File: src/rtl/adpcm_pkg.sv
package adpcm_pkg;

    localparam int STEP_ENTRIES = 49;
    localparam int STEP_MAX_IDX = STEP_ENTRIES - 1;

    typedef enum logic [0:0] {
        ST_IDLE = 1'b0,
        ST_EMIT = 1'b1
    } dec_state_t;

    // index movement for each code magnitude
    function automatic int idx_move(input logic [2:0] mag);
        int mv;
        case (mag)
            3'd4:    mv = 2;
            3'd5:    mv = 5;
            3'd6:    mv = 7;
            3'd7:    mv = 9;
            default: mv = -1;
        endcase
        return mv;
    endfunction

endpackage

File: src/rtl/adpcm_step_rom.sv
module adpcm_step_rom #(
    parameter int IDX_W  = 6,
    parameter int STEP_W = 11
) (
    input  logic [IDX_W-1:0]  idx,
    output logic [STEP_W-1:0] step
);
    int s;

    always_comb begin
        case (idx)
            0: s = 16;    1: s = 17;    2: s = 19;    3: s = 21;
            4: s = 23;    5: s = 25;    6: s = 28;    7: s = 31;
            8: s = 34;    9: s = 37;   10: s = 41;   11: s = 45;
           12: s = 50;   13: s = 55;   14: s = 60;   15: s = 66;
           16: s = 73;   17: s = 80;   18: s = 88;   19: s = 97;
           20: s = 107;  21: s = 118;  22: s = 130;  23: s = 143;
           24: s = 157;  25: s = 173;  26: s = 190;  27: s = 209;
           28: s = 230;  29: s = 253;  30: s = 279;  31: s = 307;
           32: s = 337;  33: s = 371;  34: s = 408;  35: s = 449;
           36: s = 494;  37: s = 544;  38: s = 598;  39: s = 658;
           40: s = 724;  41: s = 796;  42: s = 876;  43: s = 963;
           44: s = 1060; 45: s = 1166; 46: s = 1282; 47: s = 1411;
           default: s = 1552;
        endcase
        step = STEP_W'(s);
    end

endmodule

File: src/rtl/adpcm_delta.sv
module adpcm_delta #(
    parameter int STEP_W = 11,
    parameter int OUT_W  = 14
) (
    input  logic [3:0]              code,
    input  logic [STEP_W-1:0]       step,
    output logic signed [OUT_W-1:0] delta
);
    localparam int PROD_W = STEP_W + 4;

    logic [PROD_W-1:0] prod;
    logic [STEP_W:0]   scaled;
    logic [OUT_W-1:0]  ext;

    always_comb begin
        prod   = PROD_W'({code[2:0], 1'b1}) * PROD_W'(step);
        scaled = prod[PROD_W-1:3];
        ext    = OUT_W'(scaled);
        delta  = code[3] ? -$signed(ext) : $signed(ext);
    end

endmodule

File: src/rtl/adpcm_index_adapt.sv
module adpcm_index_adapt #(
    parameter int IDX_W   = 6,
    parameter int MAX_IDX = 48
) (
    input  logic [IDX_W-1:0] idx_cur,
    input  logic [2:0]       mag,
    output logic [IDX_W-1:0] idx_nxt
);
    import adpcm_pkg::*;

    localparam int TW = IDX_W + 2;
    localparam logic signed [TW-1:0] MAX_S = TW'(MAX_IDX);

    logic signed [TW-1:0] trial;

    always_comb begin
        trial = $signed(TW'(idx_cur)) + TW'(idx_move(mag));
        if (idx_cur == '0 && !mag[2])
            idx_nxt = idx_cur;
        else if (trial < 0)
            idx_nxt = '0;
        else if (trial > MAX_S)
            idx_nxt = IDX_W'(MAX_IDX);
        else
            idx_nxt = trial[IDX_W-1:0];
    end

endmodule

File: src/rtl/adpcm_decoder.sv
module adpcm_decoder #(
    parameter int ACC_W   = 12,
    parameter int STEP_W  = 11,
    parameter int IDX_W   = 6,
    parameter int MAX_IDX = adpcm_pkg::STEP_MAX_IDX
) (
    input  logic                    clk,
    input  logic                    rst_n,
    input  logic                    clr,
    input  logic                    code_valid,
    input  logic [3:0]              code,
    output logic signed [ACC_W-1:0] sample_out,
    output logic [IDX_W-1:0]        step_idx,
    output logic                    out_valid
);
    import adpcm_pkg::*;

    localparam int SUM_W = ACC_W + 2;
    localparam logic signed [SUM_W-1:0] POS_LIM = SUM_W'((1 <<< (ACC_W - 1)) - 1);
    localparam logic signed [SUM_W-1:0] NEG_LIM = -SUM_W'(1 <<< (ACC_W - 1));

    dec_state_t state_q, state_d;

    logic signed [ACC_W-1:0] acc_q, acc_d;
    logic [IDX_W-1:0]        idx_q, idx_d;
    logic [STEP_W-1:0]       step;
    logic signed [SUM_W-1:0] delta;
    logic signed [SUM_W-1:0] sum;

    adpcm_step_rom #(.IDX_W(IDX_W), .STEP_W(STEP_W)) u_rom (
        .idx  (idx_q),
        .step (step)
    );

    adpcm_delta #(.STEP_W(STEP_W), .OUT_W(SUM_W)) u_delta (
        .code  (code),
        .step  (step),
        .delta (delta)
    );

    adpcm_index_adapt #(.IDX_W(IDX_W), .MAX_IDX(MAX_IDX)) u_adapt (
        .idx_cur (idx_q),
        .mag     (code[2:0]),
        .idx_nxt (idx_d)
    );

    // state register
    always_ff @(posedge clk or negedge rst_n) begin
        if (!rst_n) state_q <= ST_IDLE;
        else        state_q <= state_d;
    end

    // transitions
    always_comb begin
        state_d = state_q;
        unique case (state_q)
            ST_IDLE: if (code_valid && !clr) state_d = ST_EMIT;
            ST_EMIT: state_d = (code_valid && !clr) ? ST_EMIT : ST_IDLE;
        endcase
    end

    // saturating sum
    always_comb begin
        sum = SUM_W'(acc_q) + delta;
        if (sum > POS_LIM)      acc_d = POS_LIM[ACC_W-1:0];
        else if (sum < NEG_LIM) acc_d = NEG_LIM[ACC_W-1:0];
        else                    acc_d = sum[ACC_W-1:0];
    end

    // decoding state
    always_ff @(posedge clk or negedge rst_n) begin
        if (!rst_n) begin
            acc_q <= '0;
            idx_q <= '0;
        end else if (clr) begin
            acc_q <= '0;
            idx_q <= '0;
        end else if (code_valid) begin
            acc_q <= acc_d;
            idx_q <= idx_d;
        end
    end

    // outputs
    always_comb begin
        out_valid  = (state_q == ST_EMIT);
        sample_out = acc_q;
        step_idx   = idx_q;
    end

endmodule

File: config.mk
export PLATFORM = sky130hd
export DESIGN_NAME = adpcm_decoder
export DESIGN_NICKNAME = d
export VERILOG_FILES = /design/src/rtl/adpcm_pkg.sv /design/src/rtl/adpcm_step_rom.sv /design/src/rtl/adpcm_delta.sv /design/src/rtl/adpcm_index_adapt.sv /design/src/rtl/adpcm_decoder.sv
export SDC_FILE = /design/constraint.sdc
export NUM_CORES = 1
export LEC_CHECK = 0
export BUFFER_PORTS_ARGS = -buffer_cell sky130_fd_sc_hd__buf_2
export CAP_MARGIN = 20
export CORE_AREA = 2 2 85 119
export CTS_BUF_LIST = sky130_fd_sc_hd__clkbuf_4 sky130_fd_sc_hd__clkbuf_8
export DETAILED_ROUTE_END_ITERATION = 10
export DIE_AREA = 0 0 87 121
export HOLD_SLACK_MARGIN = 0.05
export PLACE_DENSITY = 0.62
export SLEW_MARGIN = 20
export SYNTH_ARGS = -nofsm -noshare
export SYNTH_HDL_FRONTEND = slang
export SYNTH_SLANG_ARGS = --single-unit
File: constraint.sdc
create_clock -name clk -period 15.4 [get_ports clk]
set_clock_uncertainty 0.15 [all_clocks]
set_input_delay 2.31 -clock clk [delete_from_list [all_inputs] [get_ports clk]]
set_output_delay 2.31 -clock clk [all_outputs]
set_load 0.005 [all_outputs]
# Yosys cells after proc, flatten, opt, wreduce, memory -nomap -nowiden
# Memories as Yosys holds them, arrays and structs flattened.
# Cells that the tools add are included.
[word_totals]
wordCells = 36
ramBits = 0
register_bits = 19
rom_bits = 704
out_inout_bits = 19
latch_bits = 0
n_memories = 1
inputBits = 8
[op_classes]
mux = 12
n_reduce_logical = 7
div = 0
shift = 0
eq_ne = 5
n_addsub = 3
multipliers = 1
bitwise = 0
n_lt_le_gt_ge = 4
[memory_table]
columns = ["name", "depth", "width", "read_ports", "rd_ports_with_merged_regs", "write_ports", "line", "text"]
rows = [
  ["(no name shown)", 64, 11, 1, 0, 0, "adpcm_step_rom.sv:11", "case (idx)"],
]
[ops]
columns = ["cell", "n"]
rows = [
  ["12-bit 2-to-1 mux", 4],
  ["8-bit case mux with 4 select lines", 1],
  ["6-bit 2-to-1 mux", 5],
  ["4-bit by 11-bit multiplier with 15-bit output", 1],
  ["12-bit by 14-bit adder with 14-bit output", 1],
  ["14-bit by 12-bit > comparator with 1-bit output (second input constant)", 1],
  ["14-bit by 12-bit < comparator with 1-bit output (second input constant)", 1],
  ["14-bit 2-to-1 mux", 1],
  ["12-bit negation with 14-bit output", 1],
  ["3-bit == test (second input constant)", 4],
  ["7-bit by 8-bit adder with 8-bit output", 1],
  ["8-bit by 7-bit > comparator with 1-bit output (second input constant)", 1],
  ["8-bit by 1-bit < comparator with 1-bit output (second input constant)", 1],
  ["6-bit logical NOT", 1],
  ["1-bit logical AND", 2],
  ["1-bit logical NOT", 2],
  ["2-bit != test (second input constant)", 1],
  ["2-bit AND reduction", 1],
  ["2-bit nonzero test", 1],
  ["1-bit 2-to-1 mux", 1],
]

# Logic depth before layout (Yosys ltp)
# Gate-level depths: netlist of run 1.
# An unclocked memory read counts as a cell.
[logic_depth]
ltp_word = 10
mapped_depth = 35
ltp_nobuf = 33

# Modules after synthesis
# Synthesis of run 1 repeated with hierarchy kept, for this count alone.
[hier_totals]
hier_cells = 507
area_unflattened_um2 = 4119.0
[by_module_without_submodules]
columns = ["module", "cells_each", "area_per_inst_um2", "seq_area_each_um2", "instances"]
rows = [
  ["adpcm_delta", 200, 1551.5, 0.0, 1],
  ["adpcm_decoder", 140, 1387.6, 475.5, 1],
  ["adpcm_step_rom", 115, 748.2, 0.0, 1],
  ["adpcm_index_adapt", 52, 431.7, 0.0, 1],
]

# Least setup slack after synthesis of run 1
# No wires, ideal clock.
[synth_path]
path_kind = "input-to-reg"
startpoint = "in code[2]"
endpoint = "reg acc_q[10] (netlist: sample_out[10])"
stages = 24
setup_slack_ns = 6.970
arrival_time_ns = 8.213
path_cell_list = "clkbuf_1 > inv_1 > nor2_1 > fa_1 > fa_1 > ha_1 > nand3_1 > a2111oi_4 > o211ai_1 > and3_1 > o21ai_0 > xnor2_1 > ha_1 > nand2_1 > o21ai_0 > or4_1 > a31oi_1 > o2bb2ai_1 > o21ai_0 > a21o_1 > a21oi_1 > xnor3_2 > nor3_2 > a221o_1"
[synth_via]
elab_chain_cells = 9
elab_cells_between_ends = 10
classes_between = "2 x add/sub; 1 x mul; 2 x order compare; 5 x mux"
[synth_lines]
columns = ["item", "line", "text"]
rows = [
  ["start, declared", "adpcm_decoder.sv:11", "input logic [3:0] code,"],
  ["4-bit by 11-bit multiplier with 15-bit output (*)", "adpcm_delta.sv:16", "prod = PROD_W'({code[2:0], 1'b1}) * PROD_W'(step);"],
  ["12-bit negation with 14-bit output", "adpcm_delta.sv:19", "delta = code[3] ? -$signed(ext) : $signed(ext);"],
  ["14-bit 2-to-1 mux (*)", "adpcm_delta.sv:19", ""],
  ["12-bit by 14-bit adder with 14-bit output (*)", "adpcm_decoder.sv:64", "sum = SUM_W'(acc_q) + delta;"],
  ["14-bit by 12-bit < comparator with 1-bit output", "adpcm_decoder.sv:66", "else if (sum < NEG_LIM) acc_d = NEG_LIM[ACC_W-1:0];"],
  ["12-bit 2-to-1 mux", "adpcm_decoder.sv:66", ""],
  ["12-bit 2-to-1 mux (*)", "adpcm_decoder.sv:65", "if (sum > POS_LIM) acc_d = POS_LIM[ACC_W-1:0];"],
  ["12-bit 2-to-1 mux (*)", "adpcm_decoder.sv:78", "end else if (code_valid) begin"],
  ["12-bit 2-to-1 mux (*)", "adpcm_decoder.sv:75", "end else if (clr) begin"],
  ["end signal, assigned", "adpcm_decoder.sv:73", "acc_q <= '0;"],
  ["end signal, assigned", "adpcm_decoder.sv:76", "acc_q <= '0;"],
  ["end signal, assigned", "adpcm_decoder.sv:79", "acc_q <= acc_d;"],
  ["end, declared", "adpcm_decoder.sv:24", "logic signed [ACC_W-1:0] acc_q, acc_d;"],
]
# Every way passes the cells marked *; elsewhere a longest branch is shown, timed or not. The select of a mux whose other input is x is not followed.
# A chain may end at the register's enable or synchronous reset.

# Worst setup path after layout of run 1
[layout_path]
startpoint = "in code[0]"
endpoint = "reg acc_q[5] (netlist: sample_out[5])"
# The elaborated chain is that of the path after synthesis.

==> results of run 1 <==
worst max-delay path by stage:
stage	start	end	cells past startpoint
after floorplan	code[2]	sample_out[10]	24
after global placement	code[0]	sample_out[9]	27
after detailed placement	code[0]	sample_out[2]	27
after CTS	code[0]	sample_out[5]	27
after global routing	code[0]	sample_out[5]	27
final	code[0]	sample_out[5]	27
worst reg2reg max path, delay by kind of cell (launching register included):
| kind | cells | cell delay [ns] |
|---|---|---|
| AOI/OAI and AO/OA | 12 | 2.66 |
| adders and majority gates | 5 | 2.15 |
| and+or+nand+nor | 6 | 1.55 |
| DFF | 1 | 0.67 |
| xor gates and xnor gates | 2 | 0.54 |
| muxes | 1 | 0.50 |
| buffers and inverters | 1 | 0.32 |
layout make-up:
cell class | instances | area, µm²
inverter | 49 | 183.9
multi-input combinational | 424 | 3406
fill | 935 | 5012
sequential | 19 | 475.5
clock inverter | 1 | 5.005
clock buffer | 3 | 41.29
timing repair buffer | 28 | 145.1
tap | 110 | 137.6
metal layers:
layer,up-vias,GRT usage
li1,1864,-
met2,54,0.4008
met4,0,0.03418
met5,-,0
met1,1820,0.2384
met3,10,0.01633
sequential cells by signal, indices dropped and copies added (netlist names):
name and count:
sample_out 12, step_idx 6, out_valid 1
report_power, final:
part           total (mW)  switching [mW]  leakage (nW)  internal (mW)
Clock              0.0342          0.0163        0.0255         0.0180
Sequential         0.0836          0.0197         0.253         0.0639
Combinational       0.667           0.374          1.79          0.293
cell families after synthesis:
| logic type | count (synthesis) | share of synthesized area |
|---|---|---|
| fa+ha+maj | 66 | 0.2337 |
| simple gates | 153 | 0.1917 |
| flops | 19 | 0.1138 |
| compound gates | 162 | 0.2846 |
| mux | 8 | 0.02846 |
| xor+xnor | 35 | 0.07699 |
| buf+inv | 69 | 0.07070 |
cells in the final DEF, fill, tap and decap left out, types with 5 or more instances in the layout:
cell / instances
buf_2: 26
ha_1: 46
o21a_1: 5
xor2_1: 8
and3_1: 8
a21oi_1: 38
o211ai_1: 5
o21ai_0: 35
dfrtp_1: 19
fa_1: 20
nand2_1: 32
a22o_1: 5
inv_1: 48
o22ai_1: 5
nor3_1: 8
nor2b_1: 11
nand3_1: 9
and2_1: 14
nand2b_1: 10
nor2_1: 40
a31oi_1: 5
a21o_1: 10
xnor2_1: 26
a221o_1: 9
a211oi_1: 8
==> metrics.txt, run 1 <==
WHS Path Cells 1; initial antenna violation count 0; # IOs 27; routed wire length 10.38 mm; Post-Syn Nets a little under 600; Setup violations, final 0; Final period util 0.5788; synthesis-stage register bit count 19; Worst EP arrival 8.95 ns; Peak supply drop around 0.075 mV; post-route minimum period between 8 and 9 ns; top_reg_cell synth dfrtp_1; row cnt 42; Post-synth top cells inv_1 (48), ha_1 (46), nor2_1 (40), a21oi_1 (38), o21ai_0 (35); Post-Synthesis Cells 512; Hold Crit Endpoint sample_out[6]; top-count cell post-synth inv_1; GRT Overall Usage 0.2047; max_slew headroom 0.3383; insertion delay to the later sink of the worst-skew pair 0.25 ns; post-layout utilization of the core 0.4671; area grow syn2layout 5.213%; final hold violations 0; hold slack final 0.4178 ns; DR vias between 3,000 and 4,000; f_max between 100 and 150 MHz; Final ANT Viol Nets 0; P_leak 2.069 nW; Die Wd between 80 and 90 µm; crit path buf inv count 3; clock-pin slew on the worst setup and hold paths approximately 0.07 ns; placed cell count 630; WL/cell roughly 16 µm; Critical Path RT approximately 15 ns; CTS Sinks 19; Setup CP Type input pin to flop; crit-path max FO 15; first-pass GRT wire length 17.60 mm; RSZ-0062 raised after global routing no; top post-synthesis cells by area ha_1 (14%), dfrtp_1 (11%), fa_1 (9.6%), xnor2_1 (5.5%), a21oi_1 (4.6%); CTS tree built; number of flops mapped to enable cells by yosys 0; worst hold start sample_out[6]; Crit-path slowest cell a2111oi_4; Unique masters post-synth 74; post-CTS sizing 0; Worst Setup Start Kind input pin; Die ar. 10,530 µm²; type of the tightest min-delay check flop to flop; vias per inst ~6; setup TNS 0 ns; finished layout cell area approximately 4400 µm²; Residual DRC 0; WL met2 approximately 5.7 mm; clk root buf clkbuf_8; r2r endpoint sample_out[5]; number of detailed-route iterations in the first pass 4; PwrDens about 180 nW/µm²; placed cell areas around 4300 µm²; M1 wire length between 4 and 5 mm; share of layout cells above drive strength 1 0.1145; vias in the first global route 3,790; Die Y 121 µm; delay-heaviest family, CP compound AO/OA/AOI/OAI gates; Place WS between 6 and 7 ns; Initial Utilization 0.4440; Post-Layout Cell Count 634; highest metal used met4; post-synth top area share 0.1378; largest net degree at the start of global routing 37; DR WL met3 roughly 180 µm; setup ws final around 6.5 ns; Core Area around 9400 µm²; CTS Buffer Depth 2; grt total ovfl 0; IO buf count 26; area leader, netlist ha_1; CTS Hold Buffers Added 0; worst slew pin tran approximately 0.99 ns; GPL Wtd Cong between 0.8 and 0.9; Post-CTS Setup Bufs 0; mapped cell area around 4200 µm²; asr flop ratio synth 1.000; CP max stage delay roughly 0.5 ns; register area share after synthesis 0.1138; Critical Path Sink Type flop; CTS buffer count 3; Slew Viols, Final 0; H-tree Lvls 1; reg2reg setup slack 6.77 ns; Design Power slightly below 0.8 mW; reg-to-reg startpoint step_idx[1]; Avg Inst Size Synth just over 8 µm²; Ys Warns 0; detailed placer's ending HPWL approximately 8.6 mm; Starting DRT DRC Count 119; max-cap violation count 0; worst-case reg-to-reg path depth 27; final net count roughly 600; status finished clean; Inserted Diodes 0
(Power assumes the default switching activity.)
==> run 2: changes to the inputs <==
PLACE_DENSITY = 0.64   (was 0.62)
clock period = 7.7 ns   (was 15.4 ns; I/O delays follow)
==> run 2 against run 1 <==
Critical path depth increased by 1; hold slack about the same; total power increased by 130%; clock power increased by 110%; largest cell class unchanged; die area unchanged; clock-buffer cell count unchanged; cell count increased by 5.0%; routed wire length increased by 9.2%; register-to-register slack got worse by 6.5 ns.
==> metrics.txt, run 2 (synthesized netlist as in run 1, its figures left out) <==
status finished clean (unchanged); first-pass GRT wire length 18.61 mm (was 17.60 mm); clk root buf clkbuf_8 (unchanged); clock-pin slew on the worst setup and hold paths 0.08 ns (was 0.07 ns); initial antenna violation count 0 (unchanged); WL/cell 17.02 µm (was 16.38 µm); CTS buffer count 3 (unchanged); max reg flops 12 (unchanged); grt total ovfl 0 (unchanged); Inserted Diodes 0 (unchanged); max_slew headroom 0.5766 (was 0.3383); share of layout cells above drive strength 1 0.2050 (was 0.1145); Die ar. 10,530 µm² (unchanged); max-cap violation count 0 (unchanged); post-route minimum period 7.389 ns; Setup CP Type flop to flop (was input pin to flop); IO buf count 26 (unchanged); CP max stage delay 0.60 ns (was 0.49 ns); GRT Overall Usage 0.2171 (was 0.2047); Final ANT Viol Nets 0 (unchanged); most frequent cells in the layout inv_1 (47), ha_1 (39), nor2_1 (38), o21ai_0 (34), a21oi_1 (34) (was inv_1 (48), ha_1 (46), nor2_1 (40), a21oi_1 (38), o21ai_0 (35)); insertion delay to the later sink of the worst-skew pair 0.26 ns (was 0.25 ns); CTS Sinks 19 (unchanged); Critical Path Sink Type flop (unchanged); final net count 631 (was 599); final hold violations 0 (unchanged); Worst EP arrival 7.39 ns (was 8.95 ns); Place WS -0.2020 ns (was 6.213 ns); Final period util 0.9596; area grow syn2layout 14.92% (was 5.213%); DR vias 3,985 (was 3,748); WHS Path Cells 1 (unchanged); Starting DRT DRC Count 122 (was 119); worst-case reg-to-reg path depth 28 (was 27); routed wire length 11.34 mm (was 10.38 mm); vias per inst 5.983 (was 5.912); vias in the first global route 3,983 (was 3,790); CTS Hold Buffers Added 0 (unchanged); Residual DRC 0 (unchanged); CTS tree built (unchanged); Die Y 121 µm (unchanged); crit-path max FO 6 (was 15); P_leak 2.234 nW (was 2.069 nW); Peak supply drop 0.1407 mV (was 0.07546 mV); CTS Buffer Depth 2 (unchanged); worst slew pin tran 0.6344 ns (was 0.9889 ns); type of the tightest min-delay check flop to flop (unchanged); Worst Setup Start Kind flop (was input pin); PwrDens 371.2 nW/µm² (was 178.7 nW/µm²); most common cell after layout, fill and taps aside inv_1 (unchanged); crit path buf inv count 2 (was 3); Setup violations, final 0 (unchanged); detailed placer's ending HPWL 9.152 mm (was 8.565 mm); post-layout utilization of the core 0.5102 (was 0.4671); Initial Utilization 0.4440 (unchanged); Critical Path RT 7.70 ns (was 15.44 ns); number of detailed-route iterations in the first pass 4 (unchanged); f_max roughly 140 MHz; Core Area 9407 µm² (unchanged); setup ws final 0.3109 ns (was 6.487 ns); GPL Wtd Cong 0.9544 (was 0.8906); largest net degree at the start of global routing 32 (was 37); H-tree Lvls 1 (unchanged); Crit-path slowest cell fa_1 (was a2111oi_4); delay-heaviest family, CP compound AO/OA/AOI/OAI gates (unchanged); Slew Viols, Final 0 (unchanged); WP depth 28 (was 27); # IOs 27 (unchanged); Die Wd 87 µm (unchanged); row cnt 42 (unchanged)
## run 2: cell types whose count changed in the layout (fill, tap and decap cells not counted), moves of 2 or more
| cell | before | now |
|---|---|---|
| a21o_1 | 10 | 8 |
| a21o_4 | 0 | 2 |
| a21oi_1 | 38 | 34 |
| a21oi_2 | 2 | 4 |
| a21oi_4 | 0 | 3 |
| buf_4 | 2 | 30 |
| buf_6 | 0 | 2 |
| ha_1 | 46 | 39 |
| ha_2 | 0 | 5 |
| ha_4 | 0 | 2 |
| nor2_1 | 40 | 38 |
| nor2_2 | 1 | 3 |
## run 2: worst reg2reg max path: cells and delay by family, from the launching register on
| family | cells | cell delay, ns |
|---|---|---|
| AO/OA/AOI/OAI | 10 | 2.04 |
| XOR/XNOR | 2 | 0.26 |
| adder cells (fa/ha/maj) | 5 | 1.96 |
| buffers and inverters | 2 | 0.26 |
| flip-flops | 1 | 0.39 |
| multiplexers | 1 | 0.49 |
| AND/OR/NAND/NOR | 8 | 1.74 |
## run 2: timing repair
| action | 4_1_cts | 5_1_grt |
|---|---|---|
| setup endpoints to repair | 11 | 12 |
| resized for setup | 3 | 27 |
| cloned | 1 | 0 |
| buffers inserted | 2 | 3 |
| pin swaps | 2 | 11 |
## run 2: cell type report
type,count,area [µm²]
clock buffer,3,41.29
tap,110,137.6
clock inverter,1,5.005
timing repair buffer,59,397.9
multi-input combinational,425,3557
fill,910,4607
inverter,49,183.9
sequential,19,476.7
## run 2: worst paths after layout
| path | end | from | slack, ns |
|---|---|---|---|
| worst min-delay path | sample_out[0] | sample_out[0] | 0.42 |
| worst max-delay path | sample_out[10] | step_idx[0] | 0.31 |
| min in group asynchronous | step_idx[5] | rst_n | 0.67 |
| worst max register to register | sample_out[10] | step_idx[0] | 0.31 |
| max in group asynchronous | step_idx[2] | rst_n | 6.40 |
| worst min register to register | sample_out[0] | sample_out[0] | 0.42 |
## run 2: power breakdown
group          switching [mW]  internal, mW
clock                  0.0357        0.0360
sequential             0.0340         0.128
combinational           0.848         0.699
## run 2: per-stage QoR
step / power, mW / cell area (µm²) / TNS, ns / hold slack [ns] / cells
after CTS: 1.667 / 4641 / 0 / 0.4161 / 663
after floorplan: 1.233 / 4177 / 0 / 0.3770 / 512
after global routing: 1.945 / 4800 / -0.1398 / 0.4365 / 666
after global placement: 1.536 / 4556 / -0.3760 / 0.3952 / 656
after detailed placement: 1.560 / 4556 / -1.999 / 0.3930 / 656
final: 1.782 / 4800 / 0 / 0.4174 / 666
## run 2: routing by layer
| layer | global-route usage | share of wire |
|---|---|---|
| met5 | 0 | 0 |
| met1 | 0.2434 | 0.38 |
| met4 | 0.07031 | 0.036 |
| met2 | 0.4127 | 0.55 |
| met3 | 0.02585 | 0.030 |
